## config.mk

```make
export PLATFORM = sky130hd
export DESIGN_NAME = pps_sequencer
export DESIGN_NICKNAME = d
export VERILOG_FILES = /design/src/rtl/pps_pkg.sv /design/src/rtl/pps_regs.sv /design/src/rtl/pps_tick.sv /design/src/rtl/pps_fsm.sv /design/src/rtl/pps_sequencer.sv
export SDC_FILE = /design/constraint.sdc
export NUM_CORES = 1
export LEC_CHECK = 0
export ABC_AREA = 1
export BUFFER_PORTS_ARGS = -buffer_cell sky130_fd_sc_hd__clkbuf_2
export CAP_MARGIN = 10
export CORE_UTILIZATION = 50
export CTS_BUF_LIST = sky130_fd_sc_hd__clkbuf_2
export CTS_CLUSTER_DIAMETER = 100
export DETAILED_ROUTE_END_ITERATION = 12
export PLACE_DENSITY = 0.66
export SLEW_MARGIN = 20
export SYNTH_ARGS = -nofsm -noshare
export SYNTH_HDL_FRONTEND = slang
export SYNTH_SLANG_ARGS = --single-unit
```

## constraint.sdc

```tcl
create_clock -name clk -period 3.6 [get_ports clk]
set_input_delay 0.54 -clock clk [delete_from_list [all_inputs] [get_ports clk]]
set_output_delay 0.54 -clock clk [all_outputs]
set_load 0.03 [all_outputs]
```

## src/rtl/pps_pkg.sv

```systemverilog
package pps_pkg;
  typedef enum logic [2:0] {
    ST_OFF, ST_CYC, ST_PU_SUP, ST_PU_BL, ST_ON, ST_PD_BL, ST_PD_SUP
  } pps_state_e;

  localparam logic [1:0] PH_OFF  = 2'd0;
  localparam logic [1:0] PH_UP   = 2'd1;
  localparam logic [1:0] PH_ON   = 2'd2;
  localparam logic [1:0] PH_DOWN = 2'd3;

  localparam logic [1:0] A_CTRL = 2'd0;
  localparam logic [1:0] A_ON   = 2'd1;
  localparam logic [1:0] A_OFF  = 2'd2;
  localparam logic [1:0] A_DIV  = 2'd3;
endpackage

```

## src/rtl/pps_regs.sv

```systemverilog
module pps_regs
  import pps_pkg::*;
#(
  parameter int DLY_W = 13,
  parameter int DIV_W = 16,
  parameter int CYC_W = 5,
  parameter logic [15:0] UNLOCK_KEY = 16'hA5C3,
  parameter int DEF_PU = 400,
  parameter int DEF_BON = 2000,
  parameter int DEF_PD = 350,
  parameter int DEF_BOFF = 2000
) (
  input  logic             clk,
  input  logic             rst_n,
  input  logic             wr_en,
  input  logic [1:0]       wr_addr,
  input  logic [31:0]      wr_data,
  input  logic             warm_rst,
  output logic             req,
  output logic [DLY_W-1:0] pu_dly,
  output logic [DLY_W-1:0] bon_dly,
  output logic [DLY_W-1:0] pd_dly,
  output logic [DLY_W-1:0] boff_dly,
  output logic [DIV_W-1:0] divider,
  output logic [CYC_W-1:0] cyc_field
);
  logic             req_q, pdr_q;
  logic [15:0]      key_q;
  logic [DLY_W-1:0] pu_q, bon_q, pd_q, boff_q;
  logic [DIV_W-1:0] div_q;
  logic [CYC_W-1:0] cyc_q;
  logic             unlocked, ctrl_we, on_we, off_we, div_we, all_zero;

  assign unlocked = (key_q == UNLOCK_KEY);
  assign ctrl_we  = wr_en && (wr_addr == A_CTRL);
  assign on_we    = wr_en && (wr_addr == A_ON)  && unlocked;
  assign off_we   = wr_en && (wr_addr == A_OFF) && unlocked;
  assign div_we   = wr_en && (wr_addr == A_DIV) && unlocked;

  always_ff @(posedge clk or negedge rst_n) begin
    if (!rst_n) begin
      req_q <= 1'b0;
      pdr_q <= 1'b0;
      key_q <= '0;
    end else if (ctrl_we) begin
      req_q <= wr_data[0];
      pdr_q <= wr_data[1];
      key_q <= wr_data[31:16];
    end else if (warm_rst && pdr_q) begin
      req_q <= 1'b0;
    end
  end

  always_ff @(posedge clk or negedge rst_n) begin
    if (!rst_n) begin
      pu_q <= '0; bon_q <= '0;
    end else if (on_we) begin
      pu_q  <= wr_data[DLY_W-1:0];
      bon_q <= wr_data[16 +: DLY_W];
    end
  end

  always_ff @(posedge clk or negedge rst_n) begin
    if (!rst_n) begin
      pd_q <= '0; boff_q <= '0;
    end else if (off_we) begin
      pd_q   <= wr_data[DLY_W-1:0];
      boff_q <= wr_data[16 +: DLY_W];
    end
  end

  always_ff @(posedge clk or negedge rst_n) begin
    if (!rst_n) begin
      div_q <= '0; cyc_q <= '0;
    end else if (div_we) begin
      div_q <= wr_data[DIV_W-1:0];
      cyc_q <= wr_data[16 +: CYC_W];
    end
  end

  assign all_zero  = (pu_q == '0) && (bon_q == '0) && (pd_q == '0) && (boff_q == '0);
  assign pu_dly    = all_zero ? DLY_W'(DEF_PU)   : pu_q;
  assign bon_dly   = all_zero ? DLY_W'(DEF_BON)  : bon_q;
  assign pd_dly    = all_zero ? DLY_W'(DEF_PD)   : pd_q;
  assign boff_dly  = all_zero ? DLY_W'(DEF_BOFF) : boff_q;
  assign req       = req_q;
  assign divider   = div_q;
  assign cyc_field = cyc_q;

  AST_LOCKED_DIV_HOLD: assert property (@(posedge clk) disable iff (!rst_n)
    !unlocked |=> $stable(div_q) && $stable(cyc_q));
  AST_LOCKED_DLY_HOLD: assert property (@(posedge clk) disable iff (!rst_n)
    !unlocked |=> $stable(pu_q) && $stable(pd_q));
  AST_WARM_CLEARS_REQ: assert property (@(posedge clk) disable iff (!rst_n)
    (warm_rst && pdr_q && !ctrl_we) |=> !req_q);
endmodule

```

## src/rtl/pps_tick.sv

```systemverilog
module pps_tick #(
  parameter int DIV_W = 16
) (
  input  logic             clk,
  input  logic             rst_n,
  input  logic [DIV_W-1:0] divider,
  output logic             tick
);
  logic [DIV_W-1:0] cnt_q, cnt_d;

  assign tick  = (cnt_q == divider);
  assign cnt_d = tick ? '0 : cnt_q + 1'b1;

  always_ff @(posedge clk or negedge rst_n) begin
    if (!rst_n) cnt_q <= '0;
    else        cnt_q <= cnt_d;
  end
endmodule

```

## src/rtl/pps_fsm.sv

```systemverilog
module pps_fsm
  import pps_pkg::*;
#(
  parameter int DLY_W = 13,
  parameter int CYC_W = 5,
  parameter int CYC_UNIT = 1000
) (
  input  logic             clk,
  input  logic             rst_n,
  input  logic             tick,
  input  logic             req,
  input  logic [DLY_W-1:0] pu_dly,
  input  logic [DLY_W-1:0] bon_dly,
  input  logic [DLY_W-1:0] pd_dly,
  input  logic [DLY_W-1:0] boff_dly,
  input  logic [CYC_W-1:0] cyc_field,
  output logic             supply_en,
  output logic             bl_en,
  output logic             on,
  output logic             busy,
  output logic [1:0]       phase
);
  localparam int CC_W = $clog2(((1 << CYC_W) - 1) * CYC_UNIT + 1);

  pps_state_e       state_q, state_d;
  logic [DLY_W-1:0] cnt_q, cnt_d;
  logic [CC_W-1:0]  cyc_q, cyc_d;
  logic             on_q, on_d, cyc_load, cnt_done;

  assign cnt_done = (cnt_q == '0);

  always_comb begin
    state_d  = state_q;
    cnt_d    = (tick && !cnt_done) ? cnt_q - 1'b1 : cnt_q;
    on_d     = on_q;
    cyc_load = 1'b0;
    unique case (state_q)
      ST_OFF:    if (req) state_d = ST_CYC;
      ST_CYC:
        if (!req) state_d = ST_OFF;
        else if (cyc_q == '0) begin state_d = ST_PU_SUP; cnt_d = pu_dly; end
      ST_PU_SUP:
        if (!req) begin state_d = ST_PD_SUP; cnt_d = pd_dly; end
        else if (cnt_done) begin state_d = ST_PU_BL; cnt_d = bon_dly; end
      ST_PU_BL:
        if (!req) begin state_d = ST_PD_SUP; cnt_d = pd_dly; end
        else if (cnt_done) begin state_d = ST_ON; on_d = 1'b1; end
      ST_ON:
        if (!req) begin state_d = ST_PD_BL; cnt_d = boff_dly; end
      ST_PD_BL:
        if (cnt_done) begin state_d = ST_PD_SUP; cnt_d = pd_dly; end
      ST_PD_SUP:
        if (cnt_done) begin state_d = ST_OFF; on_d = 1'b0; cyc_load = 1'b1; end
      default: state_d = ST_OFF;
    endcase
  end

  always_comb begin
    if (cyc_load)                 cyc_d = CC_W'(cyc_field) * CC_W'(CYC_UNIT);
    else if (tick && cyc_q != '0) cyc_d = cyc_q - 1'b1;
    else                          cyc_d = cyc_q;
  end

  always_ff @(posedge clk or negedge rst_n) begin
    if (!rst_n) begin
      state_q <= ST_OFF;
      cnt_q   <= '0;
      cyc_q   <= '0;
      on_q    <= 1'b0;
    end else begin
      state_q <= state_d;
      cnt_q   <= cnt_d;
      cyc_q   <= cyc_d;
      on_q    <= on_d;
    end
  end

  always_comb begin
    unique case (state_q)
      ST_OFF:                      phase = PH_OFF;
      ST_CYC, ST_PU_SUP, ST_PU_BL: phase = PH_UP;
      ST_ON:                       phase = PH_ON;
      default:                     phase = PH_DOWN;
    endcase
  end

  assign supply_en = (state_q == ST_PU_SUP) || (state_q == ST_PU_BL) ||
                     (state_q == ST_ON) || (state_q == ST_PD_BL);
  assign bl_en     = (state_q == ST_ON);
  assign on        = on_q;
  assign busy      = phase[0];

  AST_BL_NEEDS_SUPPLY: assert property (@(posedge clk) disable iff (!rst_n)
    bl_en |-> supply_en);
  AST_ON_WITH_BL: assert property (@(posedge clk) disable iff (!rst_n)
    $rose(on_q) |-> bl_en);
  AST_ON_CLEARS_UNPOWERED: assert property (@(posedge clk) disable iff (!rst_n)
    $fell(on_q) |-> !supply_en && !bl_en);
  AST_CYCLE_MIN: assert property (@(posedge clk) disable iff (!rst_n)
    $rose(supply_en) |-> $past(cyc_q) == '0);
  AST_ABORT_NO_ON: assert property (@(posedge clk) disable iff (!rst_n)
    (state_q == ST_PU_BL && !req) |=> !on_q && !bl_en);
endmodule

```

## src/rtl/pps_sequencer.sv

```systemverilog
module pps_sequencer #(
  parameter int DLY_W = 13,
  parameter int DIV_W = 16,
  parameter int CYC_W = 5,
  parameter int CYC_UNIT = 1000,
  parameter logic [15:0] UNLOCK_KEY = 16'hA5C3
) (
  input  logic        clk,
  input  logic        rst_n,
  input  logic        wr_en,
  input  logic [1:0]  wr_addr,
  input  logic [31:0] wr_data,
  input  logic        warm_rst,
  output logic        panel_supply_en,
  output logic        backlight_en,
  output logic        stat_on,
  output logic        stat_busy,
  output logic [1:0]  stat_phase
);
  logic             req, tick;
  logic [DLY_W-1:0] pu_dly, bon_dly, pd_dly, boff_dly;
  logic [DIV_W-1:0] divider;
  logic [CYC_W-1:0] cyc_field;

  pps_regs #(.DLY_W(DLY_W), .DIV_W(DIV_W), .CYC_W(CYC_W), .UNLOCK_KEY(UNLOCK_KEY)) u_regs (
    .clk(clk), .rst_n(rst_n), .wr_en(wr_en), .wr_addr(wr_addr), .wr_data(wr_data),
    .warm_rst(warm_rst), .req(req), .pu_dly(pu_dly), .bon_dly(bon_dly),
    .pd_dly(pd_dly), .boff_dly(boff_dly), .divider(divider), .cyc_field(cyc_field));

  pps_tick #(.DIV_W(DIV_W)) u_tick (
    .clk(clk), .rst_n(rst_n), .divider(divider), .tick(tick));

  pps_fsm #(.DLY_W(DLY_W), .CYC_W(CYC_W), .CYC_UNIT(CYC_UNIT)) u_fsm (
    .clk(clk), .rst_n(rst_n), .tick(tick), .req(req), .pu_dly(pu_dly),
    .bon_dly(bon_dly), .pd_dly(pd_dly), .boff_dly(boff_dly), .cyc_field(cyc_field),
    .supply_en(panel_supply_en), .bl_en(backlight_en), .on(stat_on),
    .busy(stat_busy), .phase(stat_phase));

  AST_BUSY_PHASE: assert property (@(posedge clk) disable iff (!rst_n)
    stat_busy == (stat_phase == 2'd1 || stat_phase == 2'd3));
endmodule

```

# Word-level counts from Yosys, hierarchy flattened
# Cells that the tools add are included.
[word_totals]
inputBits = 38
elab_cells = 106
reg_bits = 139
output_inout_bits = 6
[classes]
n_eq_ne = 20
multipliers = 1
reduce_logical = 32
add_sub_neg = 3
n_mux = 36
[op_table]
columns = ["cell", "n"]
rows = [
  ["$mux W13", 12],
  ["$logic_not A13 Y1", 5],
  ["$pmux W13 S5", 1],
  ["$mux W15", 2],
  ["$mux W3", 10],
  ["$pmux W3 S7", 1],
  ["$add A16 B1 Y16 const B", 1],
  ["$eq A16 B16 Y1", 1],
  ["$eq A16 B16 Y1 const B", 1],
  ["$mux W16", 1],
  ["$logic_not A15 Y1", 1],
  ["$reduce_bool A15 Y1", 1],
  ["$sub A15 B1 Y15 const B", 1],
  ["$logic_and A1 B1 Y1", 13],
  ["$sub A13 B1 Y13 const B", 1],
  ["$mul A5 B7 Y12 const B", 1],
  ["$eq A3 B3 Y1 const B", 3],
  ["$ne A3 B2 Y1 const B", 3],
  ["$mux W1", 7],
  ["$reduce_and A7 Y1", 1],
  ["$eq A3 B2 Y1 const B", 2],
  ["$ne A2 B1 Y1 const B", 3],
  ["$ne A2 B2 Y1 const B", 3],
  ["$pmux W2 S3", 1],
  ["11 further kinds", 16],
]

# Logic depth before layout (Yosys ltp)
# Gate-level depths: netlist of run 1.
[logic_depth]
ltp_word = 8
depth_mapped = 15
ltp_nobuf = 15

# Hierarchy
# Synthesis of run 1 repeated with hierarchy kept, for this count alone.
[unflattened]
hier_cells = 1378
area_unflattened_um2 = 9744.3
[by_module_without_submodules]
columns = ["module", "cells_each", "area_each_um2", "instances", "seq_area_each_um2"]
rows = [
  ["pps_fsm", 684, 4272.8, 1, 800.8],
  ["pps_regs", 506, 4271.6, 1, 2277.2],
  ["pps_tick", 188, 1199.9, 1, 400.4],
]

# Worst setup path before layout of run 1
# Ideal clock, no wire load.
[synth_path]
path_kind = "register to register"
from = "register u_regs.cyc_q[2] (netlist: u_regs.cyc_field[2])"
to = "register u_fsm.cyc_q[14]"
t_arrival_ns = 3.173
t_required_ns = 3.472
setup_time_ns = 0.128
period_less_slack_ns = 3.301
path_stages_with_launch = 14
path_buffers = 0
path_slack_ns = 0.299
path_cell_list = "dfrtp_1 > fa_1 > fa_1 > inv_1 > fa_1 > inv_1 > ha_1 > nand3_1 > nand3_1 > nand4_1 > o211ai_1 > or2_2 > nand3_1 > a22oi_1"
[synth_between]
elab_chain_cells = 2
[synth_rtl]
columns = ["item", "line_no", "rtl"]
rows = [
  ["from (decl)", "pps_regs.sv:31", "logic [CYC_W-1:0] cyc_q;"],
  ["from (signal assigned)", "pps_regs.sv:77", "cyc_q <= wr_data[16 +: CYC_W];"],
  ["$mul A5 B7 Y12", "pps_fsm.sv:59", "if (cyc_load) cyc_d = CC_W'(cyc_field) * CC_W'(CYC_UNIT);"],
  ["$mux W15", "pps_fsm.sv:59", ""],
  ["to (signal assigned)", "pps_fsm.sv:73", "cyc_q <= cyc_d;"],
  ["to (decl)", "pps_fsm.sv:27", "logic [CC_W-1:0] cyc_q, cyc_d;"],
]
# Every way passes these cells.
# A chain may end at the register's enable or synchronous reset.

# Worst setup path after layout of run 1
[layout_path]
from = "register u_regs.cyc_q[2] (netlist: u_regs.cyc_field[2])"
to = "register u_fsm.cyc_q[12]"
# Same word-level chain as after synthesis.

==> results of run 1 <==
[worst max-delay path, stage by stage, from the launching register on]
cell	delay, ps
sky130_fd_sc_hd__dfrtp_1	460
sky130_fd_sc_hd__fa_1	570
sky130_fd_sc_hd__fa_1	530
sky130_fd_sc_hd__inv_1	50
sky130_fd_sc_hd__fa_1	490
sky130_fd_sc_hd__inv_1	40
sky130_fd_sc_hd__ha_1	340
sky130_fd_sc_hd__nand3_1	100
sky130_fd_sc_hd__nand3_1	110
sky130_fd_sc_hd__and2_1	170
sky130_fd_sc_hd__o21ai_0	150
sky130_fd_sc_hd__nand2_1	80
sky130_fd_sc_hd__xor2_1	140
sky130_fd_sc_hd__a21oi_1	130
[layout make-up]
cell class              count  area share (%)
diodes                      1         0.02544
clock buffers              17          0.8650
clock inverters            15           1.705
inverters                 193           7.365
multi-input cells         891           46.51
flip-flops and latches    139           35.36
well taps                 225           2.862
repair buffers             76           5.305
[worst min-delay path by stage]
stage                          startpoint           endpoint  slack (ps)
after floorplan                     rst_n     u_fsm.cnt_q[0]         240
after global placement    u_regs.key_q[1]    u_regs.key_q[1]         470
after detailed placement   u_regs.pu_q[7]     u_regs.pu_q[7]         470
after CTS                      wr_data[2]     u_regs.pu_q[2]           7
after global routing             warm_rst         u_regs.req           9
final                          wr_data[3]  u_regs.divider[3]          70
[metal layers]
metal,vias up,GRT usage [%]
met5,-,0
met4,0,7.553
met3,42,5.574
met2,279,40.33
met1,3696,37.40
li1,4094,-
[Yosys cell counts, drive strengths merged]
cell type,count,area share [%]
o21a,6,0.50
and3,1,0.070
mux2i,1,0.11
clkbuf,25,1.0
nor3,18,1.1
and2,1,0.070
a21oi,29,1.6
dfrtp,139,39
inv,191,8.0
fa,10,2.2
xor2,21,2.1
o21ai,139,8.0
o21bai,1,0.084
o311ai,1,0.098
a22oi,1,0.084
o41ai,1,0.098
clkinv,2,0.084
nand4,20,1.4
nand2,397,18
o211ai,6,0.50
a221oi,1,0.098
ha,26,3.6
nor2,118,5.5
nor4,3,0.21
o221ai,1,0.098
nand3,76,4.5
mux2,6,0.75
buf,12,0.87
o22ai,3,0.21
or2,4,0.28
[registers in the layout (all words and copies together) (netlist names)]
signal / count
u_fsm.on: 1
u_regs.req: 1
u_regs.boff_q: 13
u_regs.pdr_q: 1
u_regs.divider: 16
u_regs.pu_q: 13
u_fsm.cyc_q: 15
u_fsm.cnt_q: 13
u_fsm.state_q: 3
u_tick.cnt_q: 16
u_regs.cyc_field: 5
u_regs.key_q: 16
u_regs.pd_q: 13
u_regs.bon_q: 13
[power breakdown]
group          total (W)  switching, W  internal [W]
sequential       0.00197      0.000194       0.00178
combinational    0.00206       0.00135      0.000706
clock            0.00100      0.000712      0.000292
total            0.00503       0.00226       0.00277
[per-stage QoR]
step	power, W	hold slack, ps	instance area [µm²]	setup slack, ps	utilization (%)
finish	0.005034	67.34	9836	213.3	56.47
global route	0.005411	9.086	9836	25.00	56.47
CTS	0.005032	6.862	9803	206.9	56.29
detailed placement	0.004005	473.7	9420	238.5	54.09
global placement	0.003973	466.0	9420	250.4	54.09
floorplan	0.003489	244.4	8949	299.2	-
[cells by family after synthesis]
| kind of cell | synth area share, % |
|---|---|
| xor gates and xnor gates | 2.055 |
| AOI/OAI and AO/OA | 11.42 |
| DFF | 38.87 |
| muxes | 0.8668 |
| and+or+nand+nor | 30.90 |
| adders and majority gates | 5.872 |
| buffers and inverters | 10.01 |
[what timing repair did]
action / in CTS / in global routing
buffers inserted: 0 / 0
endpoints found under the hold margin: 85 / 4
hold buffers: 13 / 3
==> summary by stage, run 1 <==
Drt
The number of iterations in the first detailed-routing pass is 6. The highest layer touched by signal routing is met4. Wire segments on met2 add up to 10.20 mm in the final route. The number of design rule violations left after detail routing is 0. After detailed routing, the total wire length is 22.97 mm. The detailed router put a total of 10.79 mm of wire on met1. In this run the remaining antenna-violating nets after routing total 0. The detailed router placed 8111 vias in this run. In the detailed route, the total length drawn on met3 is 1.520 mm. After detailed routing, the average wire length per cell comes to 14.75 µm. The number of design-rule violations left by the first detailed-router iteration is 617. The via density per instance is 5.209.

Floorplan
The core region area is 17420 µm². The boundary pin count is 44. The starting density of the core is 51.38%. The die area is 18440 µm².

The horizontal die dimension is 135.8 µm. The die outline height is 135.8 µm. The number of cell rows is 48.

STA
The post-route clock skew is 38.44 ps. The max-slew violation total from the final report was 0. The final count of negative-setup-slack endpoints is 0. At the pin with the least slew margin, the transition time is 1015 ps. Setup repair after global routing left no endpoint under its margin. The hold violation total from the final report is 0. The post-route fraction of the period consumed by the critical path is 94.07%. Adding up every negative setup slack in the final design gives 0 ps. The timing-limited maximum frequency is 295.3 MHz.

Headroom to the max-slew limit came out at 32.16%. For the finished layout, the period the worst path requires is 3387 ps.

Global route
Across every metal layer, demand over resource in global routing totals 26.36%. The largest net degree at the start of global routing is 72. The global route total overflow is 0. The number of global-route vias before repair is 7365. The first global-routing pass estimated 37.54 mm of wire. The initial antenna violation count is 1.

Cells and area
The net count of the finished layout is 1392. The register area is 3478 µm². The count of filler cells inserted in the layout is 1746. The area growth from synthesis to layout is 9.913%.

Cells with a size suffix above 1 make up 10.67% of the layout. Summing all multi-input logic gate instances after layout gives 4574 µm². The library cell used most frequently in the layout, excluding fill and tap cells, is sky130_fd_sc_hd__nand2_1. The final instance count without filler cells is 1557.

The top cell types in the final layout, fill and taps aside, are 375 x sky130_fd_sc_hd__nand2_1, 189 x sky130_fd_sc_hd__inv_1, 139 x sky130_fd_sc_hd__dfrtp_1.

Worst setup path
The number of cell instances on the worst register-to-register path is 13. The critical path capture point is u_fsm.cyc_q[12]. The required time of the worst setup path is 4290 ps. The data arrival time of the critical path is 4080 ps.

The register-to-register path setup slack is 210 ps. The launching element type of the critical path is a flop. The worst register-to-register path ends at u_fsm.cyc_q[12]. The critical path endpoint category is a flop. The maximum net fanout on the critical path is 5. The critical path startpoint is u_regs.cyc_field[2].

By startpoint and endpoint, the worst setup path is classified as reg -> reg. The startpoint of the most critical register-to-register path is u_regs.cyc_field[2].

Synthesis
When the netlist entered floorplanning its net count stood at 1334. The gate count after technology mapping is 1260. The average footprint of a synthesized cell is 7.102 µm².

The synthesized netlist contains 44 unique library cells. Sequential elements use 38.87% of the synthesized area. Synthesis inferred 139 register bits.

The count of synthesis-stage warnings from yosys is 0. The mapped netlist covers 8949 µm².

Run status
The run finished with clean final reports.

Clocking
The number of buffers on the longest clock path is 2. The clock net in this run drives a total of 139 sinks. Clock-pin slew was measured on the worst setup and hold paths at 250 ps. The number of buffers inserted during clock tree synthesis is 17. The clock tree from TritonCTS is built. Post-CTS repair changed the size of 0 cells.

Clock latency on the worst-skew pair, taken at its later pin, is 750 ps. The deepest level of the CTS H-tree is 4. The cell sitting at the root of the clock tree is a sky130_fd_sc_hd__clkbuf_2.

Run
The number of violations of the max-capacitance limit is 0.

Placement
The final weighted congestion in routability-driven placement is 0.8985. The detailed placer's ending HPWL is 16.76 mm. After detailed placement, the design holds a cell count of 1508. The count of buffers added on input and output ports is 43.

Power
The maximum ir drop on the vdd rail is 0.4168 mV. For this design the ratio of total power to cell area is 511.8 nW/µm². The static leakage power is 5.262 nW.

Hold path
The tightest min-delay check is of the in -> reg type. Counting instances, the worst hold path has a depth of 3.
Power figures use the tool's default switching activity.
==> run 2, diff against run 1 <==
PLACE_DENSITY = 0.69   (was 0.66)
clock period = 2.91 ns   (was 3.6 ns; I/O delays follow)
==> run 2 against run 1 <==
  * The run now ends with setup timing left
  * Die area unchanged
  * Cell area is 4.0% higher
  * Non-clock buffer count grew 33
  * Sequential share of layout area is 1.3 points lower
  * Critical path depth unchanged
  * Clock skew fell by 7.8 ps
  * Final cell count increased by 2.1%
  * Utilization is 2.2 points higher
  * Global-route usage is 0.34 points higher
  * Sequential cell count did not move
  * Wire length about the same
  * Critical path type unchanged
==> summary by stage, run 2 (synthesis gave the netlist of run 1 again) <==
Worst setup path
The classification of the worst setup path is reg -> reg. The startpoint of the most critical register-to-register path is u_regs.cyc_field[2]. Counting cells, the worst reg-to-reg path comes to 13. Data arrives at the worst endpoint at 3780 ps. STA classifies the critical path endpoint as a flop. STA puts the critical path data required time at 3560 ps. The critical path capture point is u_fsm.cyc_q[12]. The maximum net fanout on the critical path is 5.

The launching element type of the critical path is a flop. The critical path startpoint is u_regs.cyc_field[2]. In this run the critical register-to-register path is captured at u_fsm.cyc_q[12]. Across all register-to-register paths, the minimum setup slack is -220 ps.

Cells and area
Summing all flip-flop and latch instances after layout gives 3478 µm². The final instance count without filler cells is 1590. The top cell types in the final layout, fill and taps aside, are 373 x sky130_fd_sc_hd__nand2_1, 187 x sky130_fd_sc_hd__inv_1, 139 x sky130_fd_sc_hd__dfrtp_1. The number of nets in the finished design is 1425. In the final layout, the multi-input gates occupy 4691 µm². Cells with a size suffix above 1 make up 13.34% of the layout.

Counting the fill cells in the layout gives 1660. The most common library cell in the layout ignoring fill and taps is sky130_fd_sc_hd__nand2_1. The post-route core utilization is 58.71%.

The area added between synthesis and finish is 14.26%.

Floorplan
In this run the horizontal extent of the chip is 135.8 µm. In this run the standard cell core region covers 17420 µm². The die is 135.8 µm tall. The starting density of the core is 51.38%. The number of cell rows is 48. During I/O placement, the number of pins put on the boundary was 44. The floorplan step defined a die boundary enclosing 18440 µm².

STA
Setup repair after global routing could not meet its margin everywhere. The final worst hold slack is 34.35 ps. In the post-route analysis, the smallest setup slack over all paths is -219.1 ps. The routed design could run at a clock period as short as 3129 ps. For the pin with the worst max-slew slack, the measured transition is 771.0 ps. The max-slew headroom at the worst pin is 48.48%. The max-slew violation total from the final report is 0. The final critical path takes up 107.5% of the cycle. The timing-limited maximum frequency is 319.6 MHz. The clock arrives with 30.62 ps of skew. The final count of negative-setup-slack endpoints is 5. The hold violation total from the final report is 0.

Global route
Global routing consumed, over all layers together, 26.70% of the routing resources. The global-route wire length before repair is 38.15 mm. The largest net degree at the start of global routing is 62. The number of global-route vias before repair is 7611. Summed over all layers, the global routing overflow is 0. The initial antenna violation count is 1.

Drt
Dividing the detail-routed wire length by the instance count gives 14.44 µm. The count of vias placed by the detailed router is 8242. The length of routed wiring on met1 is 10.77 mm.

The count of nets left with antenna violations once routing finished came out at 0. The met2 routed wirelength is 10.41 mm. The number of design-rule violations left by the first detailed-router iteration is 585.

For this run, the detailed router's first-pass iteration total came to 8. The detailed-routed wire length on met3 is 1.317 mm. The highest metal layer with signal wires is met4. The number of design rule violations left after detail routing is 0.

The via density per instance is 5.184. Summed over all layers, the routed wires come to 22.96 mm.

Placement
The pre-CTS setup slack is -220.7 ps. The number of cells after detailed placement is 1524. The HPWL after detailed placement is 16.99 mm. The final weighted congestion in routability-driven placement is 0.9235. The count of buffers added on input and output ports is 43.

Run
Max-cap violations in this run came to 0.

Clocking
The clock tree from TritonCTS is built. The number of buffers inserted during clock tree synthesis is 17. Clock tree synthesis found a total of 139 sinks.

The number of buffers on the longest clock path is 2. After clock tree synthesis, the clock-pin slew on the worst setup and hold paths is 240 ps. The clock insertion delay at the later pin of the skew report is 710 ps. Clock tree synthesis selected as its root buffer the cell sky130_fd_sc_hd__clkbuf_2. In this run the number of H-tree levels came out at 4.

Power
The areal power density over the cells is 604.7 nW/µm². In this run the static leakage power is 5.418 nW. The maximum ir drop on the vdd rail is 0.4289 mV.

Hold path
The worst hold path cell count is 3. The path class of the tightest hold or removal check is in -> reg. The beginning of the worst hold path is wr_data[18].

Run status
The final reports fail on setup timing. The flow ran to the end, but the final reports show violations.
## run 2: cell types whose count changed in the layout (fill, tap and decap cells not counted), moves of 3 or more
cell	change
sky130_fd_sc_hd__buf_4	+19
sky130_fd_sc_hd__dlygate4sd3_1	+14
sky130_fd_sc_hd__o21ai_0	-4
sky130_fd_sc_hd__ha_1	-3
sky130_fd_sc_hd__o21ai_1	+3
sky130_fd_sc_hd__ha_4	+3
sky130_fd_sc_hd__nand3_1	-6
sky130_fd_sc_hd__nand3_2	+6
sky130_fd_sc_hd__clkinv_4	+3
## run 2: layout make-up
class / count / share of cell area, %
multi-input cells: 891 / 45.88
diodes: 1 / 0.02447
repair buffers: 109 / 7.868
inverters: 193 / 7.085
clock inverters: 15 / 1.542
well taps: 225 / 2.753
clock buffers: 17 / 0.8321
flip-flops and latches: 139 / 34.02
## run 2: repair_timing
item                                   in CTS  in global routing
endpoints found under the hold margin     132                  1
setup endpoints to repair                   6                  7
gates resized for setup                     2                 15
pin swaps                                   4                  9
setup buffers                               2                  1
hold buffers                               29                  1
## run 2: how the worst min path moves through the flow
stage | to
after global placement | u_regs.divider[14]
after detailed placement | u_regs.divider[14]
after CTS | u_regs.boff_q[2]
after floorplan | u_fsm.cnt_q[0]
final | u_regs.boff_q[2]
after global routing | u_regs.bon_q[2]
## run 2: where the power goes
group | leakage, nW | total, W | internal [W] | switching [W]
Clock | 0.145 | 0.00117 | 0.000343 | 0.000822
Combinational | 3.41 | 0.00259 | 0.000902 | 0.00169
Sequential | 1.86 | 0.00243 | 0.00220 | 0.000230
## run 2: through the flow
| stage | total power [W] | setup TNS (ps) | cell area [µm²] |
|---|---|---|---|
| floorplan | 0.004317 | -644.4 | 8979 |
| global route | 0.006680 | -1718 | 10220 |
| CTS | 0.006165 | -907.6 | 10140 |
| detailed placement | 0.004963 | -924.4 | 9575 |
| finish | 0.006183 | -810.8 | 10220 |
| global placement | 0.004928 | -601.7 | 9575 |
## run 2: routing by layer
metal | global-route usage (%) | vias to the layer above
li1 | - | 4164
met1 | 38.57 | 3814
met2 | 41.01 | 237
met3 | 4.190 | 27
met4 | 7.990 | 0
met5 | 0 | -
## run 2: critical path, stage by stage, from the launching register on
cell	delay, ps
sky130_fd_sc_hd__dfrtp_1	480
sky130_fd_sc_hd__fa_1	480
sky130_fd_sc_hd__fa_1	490
sky130_fd_sc_hd__inv_1	50
sky130_fd_sc_hd__fa_1	490
sky130_fd_sc_hd__inv_2	50
sky130_fd_sc_hd__ha_4	230
sky130_fd_sc_hd__nand3_2	70
sky130_fd_sc_hd__nand3_2	110
sky130_fd_sc_hd__and2_4	180
sky130_fd_sc_hd__o21ai_2	120
sky130_fd_sc_hd__nand2_1	70
sky130_fd_sc_hd__xor2_1	140
sky130_fd_sc_hd__a21oi_1	130
==> run 3, diff against run 2 <==
PLACE_DENSITY = 0.7   (was 0.69)
==> run 3 against run 2 <==
  * The run still ends with setup timing left
  * Clock skew up 8.8 ps
  * Combinational power is essentially flat
  * Hold slack gained 10 ps
  * Non-clock buffer count shrank 2
  * Clock power up 15%
  * Sequential power hardly changed
  * Clock-buffer cell count up 2
  * Wire length rose by 0.85%
  * Cell area increased by 0.21%
  * Global-route usage up 0.11 points
  * Die area unchanged
  * Sequential share of layout area is 0.071 points lower
  * Largest cell class unchanged
  * Largest power group unchanged
==> summary by stage, run 3 (synthesis gave the netlist of run 1 again) <==
STA
Setup violations remaining at the end of the flow were counted as 6. The final critical path takes up 109.3% of the cycle. After layout, the worst setup slack is -270.9 ps. The worst path in the final design needs a cycle of 3181 ps, including I/O delays and setup. The post-route clock skew is 39.41 ps. The max-slew violation total from the final report is 0.

At the pin with the least slew margin, the transition time is 1015 ps. Setup repair after global routing could not meet its margin everywhere. The hold violation total from the final report is 0. Measured against its own limit, the worst slew margin works out to 32.15%.

The timing-limited maximum frequency is 314.4 MHz.

Placement
During placement, the flow inserted port buffers numbering 43. The detailed placer's ending HPWL is 16.93 mm. The number of cells after detailed placement is 1523. Routability-driven placement finished with a final weighted congestion of 0.9319. Timing analysis after detailed placement gives a worst setup slack of -233.1 ps.

Cells and area
The top cell types in the final layout, fill and taps aside, are 373 x sky130_fd_sc_hd__nand2_1, 187 x sky130_fd_sc_hd__inv_1, 139 x sky130_fd_sc_hd__dfrtp_1. Compared with the post-synthesis result, the final layout area differs by 14.50%. For this run, the post-layout net count is 1423.

The proportion of layout cells with a drive suffix above 1 is 13.07%. Counting the fill cells in the layout gives 1692. The most common library cell in the layout ignoring fill and taps is sky130_fd_sc_hd__nand2_1. The final instance count without filler cells is 1588.

Drt
The number of design rule violations left after detail routing is 0. In this run the remaining antenna-violating nets after routing total 0. The average wire per standard cell is 14.58 µm.

The via density per instance is 5.190. The routed layout has 8242 vias. Wires add up to 23.15 mm. For this block, the initial DRC count from the detailed router was 716. The number of iterations in the first detailed-routing pass is 6.

Clocking
The clock passes through at most 2 buffers. The clock tree from TritonCTS is built. The clock insertion delay at the later pin of the skew report is 740 ps. The CTS root buffer is sky130_fd_sc_hd__clkbuf_2. The number of buffers inserted during clock tree synthesis is 17. The clock slew at the register clock pins of the worst setup and hold paths is 220 ps.

The H-tree was split into 4 levels. The clock sink count is 139.

Floorplan
The boundary pin count is 44. The die is 135.8 µm wide. The die covers 18440 µm². The number of cell rows is 48. The core region is 17420 µm². The starting density of the core is 51.38%. The floorplan step set the die height to 135.8 µm.

Global route
Global routing finished with a remaining overflow of 0. The overall track demand over capacity in global routing is 26.81%. The initial antenna violation count is 1. Entering global routing, the biggest net connects 56 pins.

The number of global-route vias before repair was 7656. The global-route wire length before repair is 38.19 mm.

Power
Dividing total power by cell area gives a power density of 620.5 nW/µm². The static leakage power is 5.461 nW. Across the VDD grid, the largest voltage drop is 0.4217 mV.

Worst setup path
Walking the worst path, the cells encountered are fa_1, fa_1, inv_2, fa_1, inv_2, ha_4, nand3_2, nand3_2, nand4_1, o211ai_1, or2_4, nand3_2, a22oi_2. The maximum single-stage delay on the critical path is 520 ps. The worst setup path is captured at a flop. The maximum net fanout on the critical path is 4.

The critical path is of the reg -> reg type. The required time of the worst setup path is 3560 ps. The launching element type of the critical path is a flop.

The data arrival time of the critical path is 3830 ps. The largest individual stage delay along the critical path comes from the cell sky130_fd_sc_hd__fa_1.

Run status
The run finished, with violations left. The checks that failed: setup timing.

Run
Max-cap violations in this run came to 0.

Hold path
The class of the worst hold path is in -> reg.
-- run 3: changes by cell type in the layout (fill, tap and decap cells not counted), moves of 2 or more --
| cell | before | now |
|---|---|---|
| sky130_fd_sc_hd__clkbuf_2 | 59 | 61 |
| sky130_fd_sc_hd__clkinvlp_4 | 1 | 3 |
| sky130_fd_sc_hd__o21ai_1 | 4 | 8 |
| sky130_fd_sc_hd__bufinv_16 | 1 | 4 |
| sky130_fd_sc_hd__inv_8 | 3 | 0 |
| sky130_fd_sc_hd__clkinv_4 | 4 | 2 |
| sky130_fd_sc_hd__o21ai_0 | 128 | 125 |
-- run 3: worst max-delay path: cells and delay by family (launching register included) --
family	cells	cell delay, ps
flip-flops	1	470
buffers and inverters	2	90
adder cells (fa/ha/maj)	4	1800
AND/OR/NAND/NOR	5	490
AO/OA/AOI/OAI	2	270
-- run 3: final timing paths --
check	slack (ps)	from	to	depth (start not counted)
setup reg to reg	-270	u_regs.cyc_field[3]	u_fsm.cyc_q[14]	13
hold / removal	40	wr_data[0]	u_regs.pu_q[0]	3
max in group asynchronous	1870	rst_n	u_tick.cnt_q[1]	3
setup / recovery	-270	u_regs.cyc_field[3]	u_fsm.cyc_q[14]	13
hold reg to reg	520	u_regs.pd_q[2]	u_regs.pd_q[2]	2
min in group asynchronous	180	rst_n	u_regs.divider[14]	2
-- run 3: through the flow --
| stage | instance area, µm² | util, % | TNS [ps] | total power, W | hold WS (ps) |
|---|---|---|---|---|---|
| CTS | 10200 | 58.57 | -1067 | 0.006335 | 7.283 |
| finish | 10250 | 58.83 | -1099 | 0.006357 | 44.53 |
| detailed placement | 9568 | 54.94 | -992.5 | 0.004953 | 413.9 |
| global route | 10250 | 58.83 | -1915 | 0.006821 | 11.49 |
| floorplan | 8979 | - | -644.4 | 0.004317 | 140.9 |
| global placement | 9568 | 54.94 | -613.2 | 0.004907 | 416.2 |
-- run 3: per-layer routing --
layer / up-vias / share of wire [%] / wire length (µm) / GRT usage (%)
met4: 0 / 2.0 / 461 / 8.427
met1: 3830 / 46 / 10730 / 37.71
li1: 4151 / - / - / -
met5: - / 0 / 0 / 0
met3: 39 / 6.3 / 1466 / 4.714
met2: 222 / 45 / 10500 / 41.87
-- run 3: cell type report --
class                      count  area, µm²  area share [%]
inverter                     193      724.4           7.070
clock inverter                13      190.2           1.856
multi-input combinational    891       4687           45.74
tap                          225      281.5           2.748
clock buffer                  19      95.09          0.9281
antenna                        1      2.502         0.02442
timing repair buffer         107      787.0           7.681
sequential                   139       3478           33.95
-- run 3: repair_timing --
item / in CTS / in global routing
buffers inserted: 3 / 0
setup endpoints to repair: 6 / 7
resized for setup: 8 / 10
pin swaps: 1 / 7
endpoints found under the hold margin: 113 / 0
hold buffers: 29 / 0
-- run 3: power breakdown --
part,switching [W],internal (W)
clock,0.000773,0.000580
sequential,0.000229,0.00220
combinational,0.00169,0.000888
total,0.00269,0.00366
